**src/rtl/wp_pkg.sv**
```systemverilog
// Package: shared constants and the write classification type for the
// keyed write guard. Assumes a 32-bit register bus.
package wp_pkg;
    localparam int DATA_W        = 32;
    localparam int KEY_W         = 24;
    localparam int LOCK_EN_BIT   = 0;
    localparam int LOCK_KEY_LSB  = 8;
    localparam int STAT_ERR_BIT  = 0;
    localparam int STAT_ADDR_LSB = 8;

    // Kind of access seen on the bus in the current cycle.
    typedef enum logic [2:0] {
        WR_NONE    = 3'd0,
        WR_LOCK_OK = 3'd1,
        WR_LOCK_BAD = 3'd2,
        WR_PROT    = 3'd3,
        WR_OTHER   = 3'd4
    } wr_class_e;
endpackage

```
**src/rtl/wp_wr_classify.sv**
```systemverilog
// Module: wp_wr_classify
// Sorts each bus write into one class and produces a one-hot select of
// the protected register addressed. Purely combinational.
// Assumes the lock-control address is not also listed as protected; if
// it is, the lock-control decode takes priority.
module wp_wr_classify #(
    parameter int ADDR_W   = 8,
    parameter int PROT_CNT = 2,
    parameter logic [PROT_CNT*ADDR_W-1:0] PROT_ADDRS = {8'h08, 8'h04},
    parameter logic [ADDR_W-1:0] LOCK_ADDR = 8'hE4,
    parameter logic [wp_pkg::KEY_W-1:0] KEY = 24'h444143
) (
    input  logic                      bus_wr,
    input  logic [ADDR_W-1:0]         bus_addr,
    input  logic [wp_pkg::DATA_W-1:0] bus_wdata,
    output wp_pkg::wr_class_e         wr_class,
    output logic [PROT_CNT-1:0]       prot_sel
);
    import wp_pkg::*;

    logic [PROT_CNT-1:0] addr_match;
    logic                lock_hit;
    logic                key_ok;

    // One comparator per protected address.
    for (genvar gi = 0; gi < PROT_CNT; gi++) begin : g_match
        assign addr_match[gi] = (bus_addr == PROT_ADDRS[gi*ADDR_W +: ADDR_W]);
    end

    assign lock_hit = (bus_addr == LOCK_ADDR);
    assign key_ok   = (bus_wdata[LOCK_KEY_LSB +: KEY_W] == KEY);

    // Pick one class for the current access, lock decode first.
    always_comb begin
        wr_class = WR_NONE;
        if (bus_wr) begin
            if (lock_hit)
                wr_class = key_ok ? WR_LOCK_OK : WR_LOCK_BAD;
            else if (|addr_match)
                wr_class = WR_PROT;
            else
                wr_class = WR_OTHER;
        end
    end

    // Select lines only count for a real protected write.
    assign prot_sel = (wr_class == WR_PROT) ? addr_match : '0;
endmodule

```
**src/rtl/wp_lock_reg.sv**
```systemverilog
// Module: wp_lock_reg
// Holds the lock bit. Only a correctly keyed lock-control write changes it.
// Assumes synchronous active-low reset; resets to unlocked.
module wp_lock_reg (
    input  logic              clk,
    input  logic              rst_n,
    input  wp_pkg::wr_class_e wr_class,
    input  logic              new_lock,
    output logic              prot_on
);
    import wp_pkg::*;

    // Load the lock bit on a keyed write, otherwise hold.
    always_ff @(posedge clk) begin
        if (!rst_n)
            prot_on <= 1'b0;
        else if (wr_class == WR_LOCK_OK)
            prot_on <= new_lock;
    end
endmodule

```
**src/rtl/wp_viol_log.sv**
```systemverilog
// Module: wp_viol_log
// Records refused writes: an error flag plus the latest refused address.
// A status read clears both; a violation in the same cycle overrides the
// clear. Assumes synchronous active-low reset.
module wp_viol_log #(
    parameter int ADDR_W = 8
) (
    input  logic              clk,
    input  logic              rst_n,
    input  logic              viol,
    input  logic [ADDR_W-1:0] viol_addr,
    input  logic              stat_rd,
    output logic              err_flag,
    output logic [ADDR_W-1:0] err_addr
);
    // Capture on violation, clear on read, otherwise hold.
    always_ff @(posedge clk) begin
        if (!rst_n) begin
            err_flag <= 1'b0;
            err_addr <= '0;
        end else if (viol) begin
            err_flag <= 1'b1;
            err_addr <= viol_addr;
        end else if (stat_rd) begin
            err_flag <= 1'b0;
            err_addr <= '0;
        end
    end
endmodule

```
**src/rtl/wp_guard.sv**
```systemverilog
// Module: wp_guard (top)
// Keyed write guard for a peripheral's configuration registers. Produces a
// same-cycle allow vector for protected writes, a key-gated lock bit and a
// clear-on-read status word. Assumes ADDR_W <= 24 so the address fits the
// status word, and one bus write per cycle at most.
module wp_guard #(
    parameter int ADDR_W   = 8,
    parameter int PROT_CNT = 2,
    parameter logic [PROT_CNT*ADDR_W-1:0] PROT_ADDRS = {8'h08, 8'h04},
    parameter logic [ADDR_W-1:0] LOCK_ADDR = 8'hE4,
    parameter logic [wp_pkg::KEY_W-1:0] KEY = 24'h444143
) (
    input  logic                clk,
    input  logic                rst_n,
    input  logic                bus_wr,
    input  logic [ADDR_W-1:0]   bus_addr,
    input  logic [31:0]         bus_wdata,
    input  logic                stat_rd,
    output logic [PROT_CNT-1:0] wr_allow,
    output logic                prot_on,
    output logic [31:0]         stat_rdata
);
    import wp_pkg::*;

    wr_class_e           wr_class;
    logic [PROT_CNT-1:0] prot_sel;
    logic                prot_hit;
    logic                viol;
    logic                err_flag;
    logic [ADDR_W-1:0]   err_addr;
    logic                unused_wdata;

    assign unused_wdata = ^bus_wdata[LOCK_KEY_LSB-1:LOCK_EN_BIT+1];

    wp_wr_classify #(
        .ADDR_W    (ADDR_W),
        .PROT_CNT  (PROT_CNT),
        .PROT_ADDRS(PROT_ADDRS),
        .LOCK_ADDR (LOCK_ADDR),
        .KEY       (KEY)
    ) u_classify (
        .bus_wr   (bus_wr),
        .bus_addr (bus_addr),
        .bus_wdata(bus_wdata),
        .wr_class (wr_class),
        .prot_sel (prot_sel)
    );

    wp_lock_reg u_lock (
        .clk     (clk),
        .rst_n   (rst_n),
        .wr_class(wr_class),
        .new_lock(bus_wdata[LOCK_EN_BIT]),
        .prot_on (prot_on)
    );

    assign prot_hit = |prot_sel;
    assign viol     = prot_hit & prot_on;

    wp_viol_log #(.ADDR_W(ADDR_W)) u_log (
        .clk      (clk),
        .rst_n    (rst_n),
        .viol     (viol),
        .viol_addr(bus_addr),
        .stat_rd  (stat_rd),
        .err_flag (err_flag),
        .err_addr (err_addr)
    );

    // Pass the select through only while unlocked.
    always_comb begin
        wr_allow = prot_on ? '0 : prot_sel;
    end

    // Assemble the status word: flag at the bottom, address above it.
    always_comb begin
        stat_rdata = '0;
        stat_rdata[STAT_ERR_BIT]            = err_flag;
        stat_rdata[STAT_ADDR_LSB +: ADDR_W] = err_addr;
    end
endmodule

```
**config.mk**
```make
export PLATFORM = sky130hd
export DESIGN_NAME = wp_guard
export DESIGN_NICKNAME = d
export VERILOG_FILES = /design/src/rtl/wp_pkg.sv /design/src/rtl/wp_wr_classify.sv /design/src/rtl/wp_lock_reg.sv /design/src/rtl/wp_viol_log.sv /design/src/rtl/wp_guard.sv
export SDC_FILE = /design/constraint.sdc
export NUM_CORES = 1
export LEC_CHECK = 0
export BUFFER_PORTS_ARGS = -buffer_cell sky130_fd_sc_hd__buf_2
export CAP_MARGIN = 20
export CORE_UTILIZATION = 35
export DETAILED_ROUTE_END_ITERATION = 12
export GPL_TIMING_DRIVEN = 0
export PLACE_DENSITY_LB_ADDON = 0.3
export SETUP_SLACK_MARGIN = 0.5
export SYNTH_ARGS = -nofsm -noshare
export SYNTH_HDL_FRONTEND = slang
export SYNTH_SLANG_ARGS = --single-unit
```
**constraint.sdc**
```tcl
create_clock -name clk -period 3.2 [get_ports clk]
set_input_delay 0.16 -clock clk [delete_from_list [all_inputs] [get_ports clk]]
set_output_delay 0.16 -clock clk [all_outputs]
set_load 0.01 [all_outputs]
```
## Word level (Yosys, flattened, before mapping)

Index checks and enable logic that the tools add are counted.

| storage, ports and cells | value |
|---|---|
| output and inout bits | 35 |
| logic and storage cells | 23 |
| bits in registers | 10 |
| input port bits | 44 |

| operators by class | value |
|---|---|
| muxes and demuxes | 10 |
| bitwise logic cells | 1 |
| eq/ne operators | 6 |
| reduce and logical (&&, ||, !) cells | 3 |

Operators by type and width:

| operator | count |
|---|---|
| $eq A24 B23 Y1 const B | 1 |
| $mux W8 | 2 |
| $mux W3 | 3 |
| $eq A8 B3 Y1 const B | 1 |
| $eq A8 B4 Y1 const B | 1 |
| $eq A8 B8 Y1 const B | 1 |
| $mux W2 | 3 |
| $reduce_or A2 Y1 | 2 |
| $eq A3 B1 Y1 const B | 1 |
| $eq A3 B2 Y1 const B | 1 |
| $mux W1 | 2 |
| $reduce_bool A2 Y1 | 1 |
| $and A1 B1 Y1 | 1 |

## Longest topological paths before layout

| logic depth | value |
|---|---|
| depth after elaboration | 10 |
| gate-level depth with buffers | 4 |
| depth with buffers taken out | 4 |

## Cells and area by module

Synthesis repeated with hierarchy kept, for this count alone.

| unflattened totals | value |
|---|---|
| cell total of the unflattened synthesis | 95 |
| area, all modules | 823.3 um^2 |

Modules (own cells, without submodules):

| module | cells an instance | seq. area each (um^2) | times used | area an instance (um^2) |
|---|---|---|---|---|
| wp_viol_log | 38 | 180.2 | 1 | 390.4 |
| wp_guard | 28 | 0.0 | 1 | 203.9 |
| wp_wr_classify | 24 | 0.0 | 1 | 178.9 |
| wp_lock_reg | 5 | 20.0 | 1 | 50.0 |

## Worst setup path after synthesis

OpenSTA, ideal clock, no wires.

| path | value |
|---|---|
| path type | flip-flop to flip-flop |
| start point | register u_lock.prot_on |
| end point | register u_log.err_addr[0] |
| setup slack | 1706 ps |
| setup time | 115 ps |
| clock period less this slack | 1494 ps |
| required time | 3085 ps |
| data arrival time | 1379 ps |
| stages on the path, launching flop included | 5 |
| buffers on the path | 0 |
| cell sequence | dfxtp_1 or3b_2 nor4_4 nor3b_2 and2_1 |

| on the way | value |
|---|---|
| cells in the longest elaborated chain, start to end | 2 |
| elaborated cells on any way between the ends | 3 |
| those cells by class | 1 x mux; 1 x bitwise; 1 x reduce/logical |

RTL lines:

| item | line | RTL |
|---|---|---|
| from (decl) | wp_lock_reg.sv:9 | `output logic prot_on` |
| from (signal assigned) | wp_lock_reg.sv:18 | `prot_on <= new_lock;` |
| $and A1 B1 Y1 (*) | wp_guard.sv:58 | `assign viol = prot_hit & prot_on;` |
| $mux W8 or $reduce_bool A2 Y1 (tied branches) | -- |  |
| to (signal assigned) | wp_viol_log.sv:23 | `err_addr <= viol_addr;` |
| to (decl) | wp_viol_log.sv:14 | `output logic [ADDR_W-1:0] err_addr` |

Mark *: on every way between the ends. The rest lies on a longest branch, timed or not.
A chain may end at the register's enable or synchronous reset.

## Final worst setup path

| path | value |
|---|---|
| start point | register u_lock.prot_on |
| end point | register u_log.err_addr[1] |

The elaborated chain is that of the path after synthesis.

==> flow_metrics.tcl <==
set metrics [dict create \
    status "finished, final reports clean" \
    pwr-share-comb 0.247 \
    power_frac_clock 0.302 \
    finalSetupTns_ns 0 \
    grt_pass1_vias 534 \
    cp_max_fo 6 \
    drc 0 \
    synthArstFlopShare 0 \
    ir_drop_mv 0.111 \
    avgViaCountPerCell 4.01 \
    via_count 678 \
    final_hold_viol_count 0 \
    start_util 0.382 \
    synth_cells 71 \
    ys_top_cells_by_area "dfxtp_1 (30%), buf_4 (27%), nor4b_1 (6.5%)" \
    critPathLaunchType "flop" \
    yosys-top-cells-count "buf_4 (24), dfxtp_1 (10), and2_1 (6), nor4b_1 (5)" \
    setup-violations-final 0 \
    yosys_warnings 0 \
    die_h_um 45.9 \
    end_kind "flop" \
    synth_area_sq_um 673 \
    internal_power_uw 207 \
    timing.fmax_mhz 634 \
    dp_hpwl_um 1260 \
    cts_resized 0 \
    gp_congestion 0.722 \
    skew_ns 0.00472 \
    synth_top_area_cell "dfxtp_1" \
    synth-edff-count 0 \
    clock_path_buffers 2 \
    grt_setup_unrepaired "no" \
    grt_max_degree 7 \
    antenna_left 0 \
    synth_cell_type_count 23 \
    cts_buffers 3 \
    grt_pass1_wl_um 2100 \
    nFillCells 184 \
    cts_tree "built" \
    synth_top_area_frac 0.297 \
    drt_first_pass_iters 4 \
    grt.overflow.total 0 \
    diodes 0 \
    cts_sinks 10 \
    antenna_found_initial 0 \
    maxCapViolCount 0 \
    required_ns 3.35 \
    place.port_buffers 48 \
    path_clk_slew_ns 0.06 \
    wl_per_cell_um 8.65 \
    synth-main-ff-cell "dfxtp_1" \
    slew_viol_final 0 \
    synth-seq-cells 10 \
    yosysMostFrequentCell "buf_4" \
    arrival_ns 1.73 \
    drive_gt1_frac 0.576 \
    seqPwrFrac 0.451 \
    switchingPower_uw 69.2 \
    p_sw_frac 0.251 \
    drt_wl_total_um 1460 \
    grt_use_total 0.142 \
    core_sq_mm 0.00176 \
    holdCritPathClass "input pin to flop" \
    p_leak_nw 0.581 \
    period_share 0.493 \
    criticalPathCategory "flop to flop" \
    nets 190 \
    clk_latency_ns 0.26 \
    rows 15 \
    fin_util 0.595 \
    drtIter0Drc 1 \
    cts_setup_buffers 0 \
    area_growth_pct 55.9 \
    ctsHtreeMaxLevel 1 \
    synth_seq_area_share 0.297 \
    die_w_um 45.9 \
    cts_root_buffer "clkbuf_4" \
    boundaryPins 79 \
    min_period_ns 1.58 \
    die_area_sq_mm 0.00210 \
    cts_hold_buf 0 \
    avgSynthCellArea_sq_um 9.48 \
    power.density_mw_per_mm2 263 \
]
## final cells by class
type                    count  area [sq um]  share of cell area
clock buffers               3          22.5              0.0215
flip-flops and latches     10           200               0.191
repair buffers             48           240               0.229
well taps                  25          31.3              0.0298
multi-input cells          59           375               0.358
plain buffers              24           180               0.172
## routing by layer
| metal | global-route usage | wire [um] |
|---|---|---|
| met1 | 0.154 | 585 |
| met4 | 0.0706 | 0 |
| met3 | 0.0397 | 155 |
| met5 | 0 | 0 |
| met2 | 0.248 | 722 |
## sequential cells by signal, summed over array words and instances, names as in the netlist
register	flops
u_log.err_flag	1
u_log.err_addr	8
u_lock.prot_on	1
## logic make-up after synthesis
family / after synthesis / share of synthesized area
XOR/XNOR: 1 / 0.0130
AND/OR/NAND/NOR: 30 / 0.357
buffers and inverters: 24 / 0.268
AO/OA/AOI/OAI: 5 / 0.0595
flip-flops: 10 / 0.297
other: 1 / 0.00557
## worst paths after layout
check / from / endpoint / slack [ns] / cells after the start
hold reg to reg: u_log.err_addr[7] / u_log.err_addr[7] / 0.45 / 1
hold / removal: bus_wdata[0] / u_lock.prot_on / 0.15 / 3
setup / recovery: u_lock.prot_on / u_log.err_addr[1] / 1.62 / 4
setup reg to reg: u_lock.prot_on / u_log.err_addr[1] / 1.62 / 4
## cell usage in the layout (no fill, tap or decap), drive strengths merged
master and n:
and2 6, conb 23, or3b 3, nor4b 5, buf 72, nor3b 1, nand2 3, nor2b 1
nand3b 1, o311ai 1, nor4 3, and4b 2, o21a 1, a21boi 2, nand4 2, nor2 1
dfxtp 10, clkbuf 3, or4b 2, xnor2 1, o41ai 1
## power by group through the flow
| stage | clock [mW] | sequential, mW | combinational (mW) |
|---|---|---|---|
| floorplan | 0 | 0.127 | 0.0411 |
| global placement | 0 | 0.127 | 0.0659 |
| detailed placement | 0 | 0.127 | 0.0667 |
| CTS | 0.0870 | 0.124 | 0.0668 |
| global route | 0.0937 | 0.124 | 0.0750 |
| finish | 0.0834 | 0.124 | 0.0680 |
## metrics by stage
stage          instances  total power, mW  instance area [sq um]  hold WS [ns]  setup WS, ns
2_1_floorplan         93            0.168                    756         0.278          1.71
3_3_place_gp         166            0.193                   1030         0.408          1.56
3_5_place_dp         166            0.194                   1030         0.415          1.53
4_1_cts              169            0.278                   1050         0.132          1.59
5_1_grt              169            0.293                   1050         0.134          1.50
6_report             169            0.276                   1050         0.150          1.62
## worst max-delay path, cell delays in order, from the launching register on
cell and delay (ns):
dfxtp_1 0.38, or3b_2 0.49, nor4_4 0.30, nor3b_2 0.13, and2_1 0.18
No activity file was read; power rests on OpenSTA's default activity.
